### src/rtl/dbgev_pkg.sv
package dbgev_pkg;
  localparam int NUM_EV    = 11;
  localparam int NUM_PEND  = 4;
  localparam int PEND_BASE = 7;
  localparam int NUM_ACT   = 5;
  localparam int EV_IW     = $clog2(NUM_EV);
  localparam int PEND_IW   = $clog2(NUM_PEND);

  localparam int EV_BKWP   = 0;
  localparam int EV_HLTI   = 4;
  localparam int EV_XCATCH = 5;
  localparam int EV_SWACC  = 6;

  localparam int ACT_ENTER = 0;
  localparam int ACT_EXC   = 1;
  localparam int ACT_UNDEF = 2;
  localparam int ACT_IGN   = 3;
  localparam int ACT_PEND  = 4;

  typedef logic [NUM_ACT-1:0] act_t;
  typedef logic [NUM_EV-1:0]  evvec_t;
endpackage

### src/rtl/dbgev_allow.sv
module dbgev_allow (
  input  logic halted_i,
  input  logic dlock_i,
  input  logic sec_i,
  input  logic auth_s_i,
  input  logic auth_ns_i,
  output logic allow_o
);
  logic auth_sel;
  assign auth_sel = sec_i ? auth_s_i : auth_ns_i;
  assign allow_o  = ~halted_i & ~dlock_i & auth_sel;
endmodule

### src/rtl/dbgev_table.sv
module dbgev_table
  import dbgev_pkg::*;
(
  input  evvec_t           ev_i,
  input  logic             allow_i,
  input  logic             hde_i,
  input  logic             oslk_i,
  output logic             single_o,
  output logic [EV_IW-1:0] idx_o,
  output act_t             act_o
);
  assign single_o = (ev_i != '0) && ((ev_i & (ev_i - 1'b1)) == '0);

  always_comb begin
    idx_o = '0;
    for (int i = 0; i < NUM_EV; i++) begin
      if (ev_i[i]) idx_o = EV_IW'(i);
    end
  end

  always_comb begin
    act_o = '0;
    if (int'(idx_o) >= PEND_BASE) begin
      if (allow_i) act_o[ACT_ENTER] = 1'b1;
      else         act_o[ACT_PEND]  = 1'b1;
    end else if (int'(idx_o) == EV_BKWP) begin
      if (hde_i && !oslk_i && allow_i) act_o[ACT_ENTER] = 1'b1;
      else                             act_o[ACT_EXC]   = 1'b1;
    end else if (int'(idx_o) == EV_HLTI) begin
      if (allow_i && hde_i) act_o[ACT_ENTER] = 1'b1;
      else                  act_o[ACT_UNDEF] = 1'b1;
    end else if (int'(idx_o) == EV_XCATCH) begin
      if (allow_i) act_o[ACT_ENTER] = 1'b1;
      else         act_o[ACT_IGN]   = 1'b1;
    end else if (int'(idx_o) == EV_SWACC) begin
      if (allow_i && !oslk_i) act_o[ACT_ENTER] = 1'b1;
      else                    act_o[ACT_IGN]   = 1'b1;
    end else begin
      act_o[ACT_EXC] = 1'b1;
    end
  end
endmodule

### src/rtl/dbgev_pend.sv
module dbgev_pend
  import dbgev_pkg::*;
(
  input  logic                clk,
  input  logic                rst,
  input  logic                set_i,
  input  logic [PEND_IW-1:0]  set_bit_i,
  input  logic                clr_i,
  input  logic [NUM_PEND-1:0] clr_mask_i,
  input  logic                fire_en_i,
  output logic [NUM_PEND-1:0] pend_o,
  output logic                fire_o,
  output logic [PEND_IW-1:0]  fire_bit_o
);
  logic [NUM_PEND-1:0] pend_q;
  logic [NUM_PEND-1:0] cand;
  logic [NUM_PEND-1:0] set_oh;
  logic [NUM_PEND-1:0] fire_oh;

  assign cand   = pend_q & ~(clr_i ? clr_mask_i : '0);
  assign fire_o = fire_en_i && (cand != '0);

  always_comb begin
    fire_bit_o = '0;
    for (int i = NUM_PEND - 1; i >= 0; i--) begin
      if (cand[i]) fire_bit_o = PEND_IW'(i);
    end
  end

  for (genvar g = 0; g < NUM_PEND; g++) begin : g_bit
    assign set_oh[g]  = set_i  && (set_bit_i  == PEND_IW'(g));
    assign fire_oh[g] = fire_o && (fire_bit_o == PEND_IW'(g));
    always_ff @(posedge clk) begin
      if (rst) pend_q[g] <= 1'b0;
      else     pend_q[g] <= (cand[g] & ~fire_oh[g]) | set_oh[g];
    end
  end

  assign pend_o = pend_q;
endmodule

### src/rtl/dbgev_disposition.sv
module dbgev_disposition
  import dbgev_pkg::*;
(
  input  logic                clk,
  input  logic                rst,
  input  logic                ev_vld,
  input  logic [NUM_EV-1:0]   ev_vec,
  input  logic                auth_ns,
  input  logic                auth_s,
  input  logic                sec_state,
  input  logic                halted,
  input  logic                dlock,
  input  logic                oslk,
  input  logic                hde_we,
  input  logic                hde_wd,
  input  logic                pclr_vld,
  input  logic [NUM_PEND-1:0] pclr_mask,
  output logic                act_vld,
  output logic [NUM_ACT-1:0]  act_code,
  output logic [EV_IW-1:0]    act_src,
  output logic                act_pend,
  output logic [NUM_PEND-1:0] pend_bits,
  output logic                hde_bit
);
  logic               allow;
  logic               single;
  logic [EV_IW-1:0]   idx;
  act_t               act;
  logic               take;
  logic               set_p;
  logic [PEND_IW-1:0] set_bit;
  logic               fire;
  logic [PEND_IW-1:0] fire_bit;
  logic               hde_q;

  dbgev_allow u_allow (
    .halted_i (halted),
    .dlock_i  (dlock),
    .sec_i    (sec_state),
    .auth_s_i (auth_s),
    .auth_ns_i(auth_ns),
    .allow_o  (allow)
  );

  dbgev_table u_table (
    .ev_i    (ev_vec),
    .allow_i (allow),
    .hde_i   (hde_q),
    .oslk_i  (oslk),
    .single_o(single),
    .idx_o   (idx),
    .act_o   (act)
  );

  assign take    = ev_vld & single;
  assign set_p   = take & act[ACT_PEND];
  assign set_bit = PEND_IW'(idx - EV_IW'(PEND_BASE));

  dbgev_pend u_pend (
    .clk       (clk),
    .rst       (rst),
    .set_i     (set_p),
    .set_bit_i (set_bit),
    .clr_i     (pclr_vld),
    .clr_mask_i(pclr_mask),
    .fire_en_i (~ev_vld & allow),
    .pend_o    (pend_bits),
    .fire_o    (fire),
    .fire_bit_o(fire_bit)
  );

  always_ff @(posedge clk) begin
    if (rst)         hde_q <= 1'b0;
    else if (hde_we) hde_q <= hde_wd;
  end
  assign hde_bit = hde_q;

  always_ff @(posedge clk) begin
    if (rst) begin
      act_vld  <= 1'b0;
      act_code <= '0;
      act_src  <= '0;
      act_pend <= 1'b0;
    end else begin
      act_vld  <= take | fire;
      act_pend <= fire;
      if (take) begin
        act_code <= act;
        act_src  <= idx;
      end else if (fire) begin
        act_code <= NUM_ACT'(1) << ACT_ENTER;
        act_src  <= EV_IW'(PEND_BASE) + EV_IW'(fire_bit);
      end else begin
        act_code <= '0;
        act_src  <= '0;
      end
    end
  end
endmodule

### config.mk
export PLATFORM = sky130hd
export DESIGN_NAME = dbgev_disposition
export DESIGN_NICKNAME = d
export VERILOG_FILES = /design/src/rtl/dbgev_pkg.sv /design/src/rtl/dbgev_allow.sv /design/src/rtl/dbgev_table.sv /design/src/rtl/dbgev_pend.sv /design/src/rtl/dbgev_disposition.sv
export SDC_FILE = /design/constraint.sdc
export NUM_CORES = 1
export LEC_CHECK = 0
export BUFFER_PORTS_ARGS = -buffer_cell sky130_fd_sc_hd__buf_2
export CORE_UTILIZATION = 25
export CTS_BUF_LIST = sky130_fd_sc_hd__clkbuf_16
export CTS_CLUSTER_DIAMETER = 60
export DETAILED_ROUTE_END_ITERATION = 10
export SYNTH_ARGS = -nofsm -noshare
export SYNTH_HDL_FRONTEND = slang
export SYNTH_SLANG_ARGS = --single-unit
### constraint.sdc
create_clock -name clk -period 2.05 [get_ports clk]
set_input_delay 0.3075 -clock clk [delete_from_list [all_inputs] [get_ports clk]]
set_output_delay 0.3075 -clock clk [all_outputs]
set_load 0.005 [all_outputs]
==> flow_summary.toml <==
[floorplanning]
die_area_mm2 = 0.00444
rows = 23
die_y_um = 66.6
ioPinCount = 43
initial_core_util_pct = 26.1
core_mm2 = 0.00400
die_w_um = 66.6

[clock_network]
hold_buffers = 0
postCtsResizedCells = 0
htreeDepth = 1
cts-root-buf = "clkbuf_16"
cts_setup_buffers = 0
insertion_delay_ns = 0.24
cts.sinks = 16
cts_buffers = 3
clk_pin_slew_worst_paths_ns = 0.05
ctsLongestPathBuffers = 2
cts_tree = "done"

[final_layout]
final_cell_mix = "42 x buf_2, 16 x dfxtp_1, 15 x nor2_1, 15 x buf_4, 14 x nand2_1"
multi_input_area_um2 = 658
drive_above_1_share_pct = 35.6
final_area_mm2 = 0.00148
area_delta_synth_final_pct = 41.8
register_area_um2 = 320
fillCellCount = 440
finalNonFillerCells = 244
final_common_cell = "buf_2"
post-route-util_pct = 37.0
antenna_cells = 0
finalNetCount = 225

[power]
peakVddDrop_mv = 0.225
power.share.clock_pct = 45.9
combPwrFrac_pct = 15.2
power.total_uw = 809
power_density_mw_per_mm2 = 547
pwr-share-seq_pct = 38.9
p_int_uw = 628
switchingPower_uw = 181
p_leak_nw = 0.682
netSwitchingFraction_pct = 22.3

[routing]
wl_per_cell_um = 11.4
num_vias = 1175
vias_per_cell = 4.82
ant_nets = 0
drc_errors = 1
routed_wl_um = 2790
drt_iter0_drc = 75
first_pass_iters = 7

[worst_hold_path]
whs_path_depth = 3
holdPathEnd = "hde_bit"
worstHoldStart = "hde_wd"
hp-class = "in2reg"

[critical_path]
reg2reg_from = "u_pend.pend_o[2]"
critPathMaxStageDelay_ns = 0.53
r2r_cells = 6
start_kind = "primary input"
end_kind = "flip-flop"
path_cells = "buf_2, or4_4, a21o_1, o211a_1, nor4_4, buf_4, nand3_1, o31ai_1"
crit_family = "simple AND/OR/NAND/NOR gates"
r2r_setup_slack_ns = 0.45
arrival_ns = 1.98
r2r_end = "act_src[1]"
critPathRequiredTime_ns = 2.21
worstSetupPathType = "in2reg"
worstPathMaxFanout = 5
crit_buf_inv = 2
cpMaxStageDelayCell = "or4_4"

[placement]
placed_area_mm2 = 0.00140
dp_cells = 240
dp_hpwl_um = 2310
gp_congestion = 0.879
place_ws_ns = -0.0336
portBuffers = 42

[synthesis]
synth_warnings = 0
syn_inst = 139
synth_seq_area_share_pct = 30.7
synth_top_flop_cell = "dfxtp_1"
ys_ff_latch = 16
synth.distinct_cells = 40
ys_top_cells_by_area = "dfxtp_1 31%, nor2_1 5.4%, nand2_1 5.0%, o21ai_0 4.3%, nor3_1 3.8%"
synth_area_per_cell_um2 = 7.51
synth_edf_count = 0
synthesis.area_mm2 = 0.00104
syn_nets = 169
synth_top_cell_by_area = "dfxtp_1"
synth_top_area_share_pct = 30.7
async_flop_share_pct = 0

[global_route]
grt_pass1_wl_um = 4590
grt_max_degree = 11
antenna_found_initial = 0
grt_pass1_vias = 1064
grt-ovfl-total = 0
track_usage_pct = 13.5

[outcome]
outcome = "complete, but fails checks"
violations = "design-rule violations"

[sta]
fin_crit_ns = 1.82
fin_ws_ns = 0.225
finClkSkew_ns = 0.000528
tightestPinTransition_ns = 0.577
fin_crit_sh_pct = 89.0
slew_violations = 0
fin_setup_tns_ns = 0
slew_headroom_pct = 61.1
fmax_ghz = 0.548
hold_slack_ns = 0.306
setup_viol = 0
rsz0062_at_grt = "no"
hold_viol = 0

[flow_run]
max_cap_viol_count = 0
[power groups by stage]
stage / clock (mW) / sequential (mW) / combinational [mW]
2_1_floorplan: 0 / 0.320 / 0.0581
3_3_place_gp: 0 / 0.320 / 0.123
3_5_place_dp: 0 / 0.321 / 0.123
4_1_cts: 0.381 / 0.314 / 0.123
5_1_grt: 0.395 / 0.314 / 0.137
6_report: 0.371 / 0.315 / 0.123
[how the worst max path moves through the flow]
stage	startpoint	endpoint	slack, ns	cells after the start
after floorplan	ev_vec[8]	act_code[3]	0.0003	8
after global placement	ev_vec[7]	act_code[0]	0.02	7
after detailed placement	ev_vec[7]	u_pend.pend_o[2]	-0.03	8
after CTS	ev_vec[7]	u_pend.pend_o[2]	0.22	8
after global routing	ev_vec[7]	act_code[0]	0.05	7
final	ev_vec[7]	u_pend.pend_o[2]	0.23	8
[flip-flops by register name (all words and copies together) (netlist names)]
name,cells
act_code,5
act_pend,1
u_pend.pend_o,4
act_vld,1
act_src,4
hde_bit,1
[final cells by class]
type | count | share of cell area (%)
clock buffers | 3 | 5.07
clock inverters | 1 | 0.254
repair buffers | 57 | 21.8
inverters | 10 | 2.54
multi-input cells | 107 | 44.5
well taps | 50 | 4.23
flip-flops and latches | 16 | 21.6
[cell usage after synthesis (all sizes together) (2+ instances only)]
cell type	n
or2	2
nor2b	2
ha	3
or3	4
o31ai	2
nand2	15
clkbuf	5
nor4	5
nor3	8
o221ai	2
and2	2
inv	10
a211oi	3
a31oi	2
a21oi	6
o21ai	9
nor2	15
nand3b	2
dfxtp	16
a22oi	3
mux2i	2
nand4	2
nand2b	2
a211o	2
nand3	5
[kinds of logic after synthesis]
logic type / count (synthesis) / synth area share, %
AND/OR/NAND/NOR: 67 / 34.1
AO/OA/AOI/OAI: 35 / 23.1
buffers and inverters: 16 / 6.59
flip-flops: 16 / 30.7
adder cells (fa/ha/maj): 3 / 3.60
multiplexers: 2 / 1.92
[metal layers]
metal / global-route usage [%] / share of wire (%) / vias up
met3: 1.54 / 4.1 / 0
li1: - / - / 610
met2: 22.0 / 47 / 33
met4: 5.59 / 0 / 0
met1: 17.9 / 49 / 532
met5: 0 / 0 / -
[worst reg2reg max path: stages (launching register included)]
cell and delay, ns:
dfxtp_1 0.38, nor2_1 0.07, o221ai_1 0.22, nor2b_1 0.28, ha_1 0.27, a22oi_1 0.21, nor2_1 0.06
Note: power is estimated with default switching activity, not from simulation.
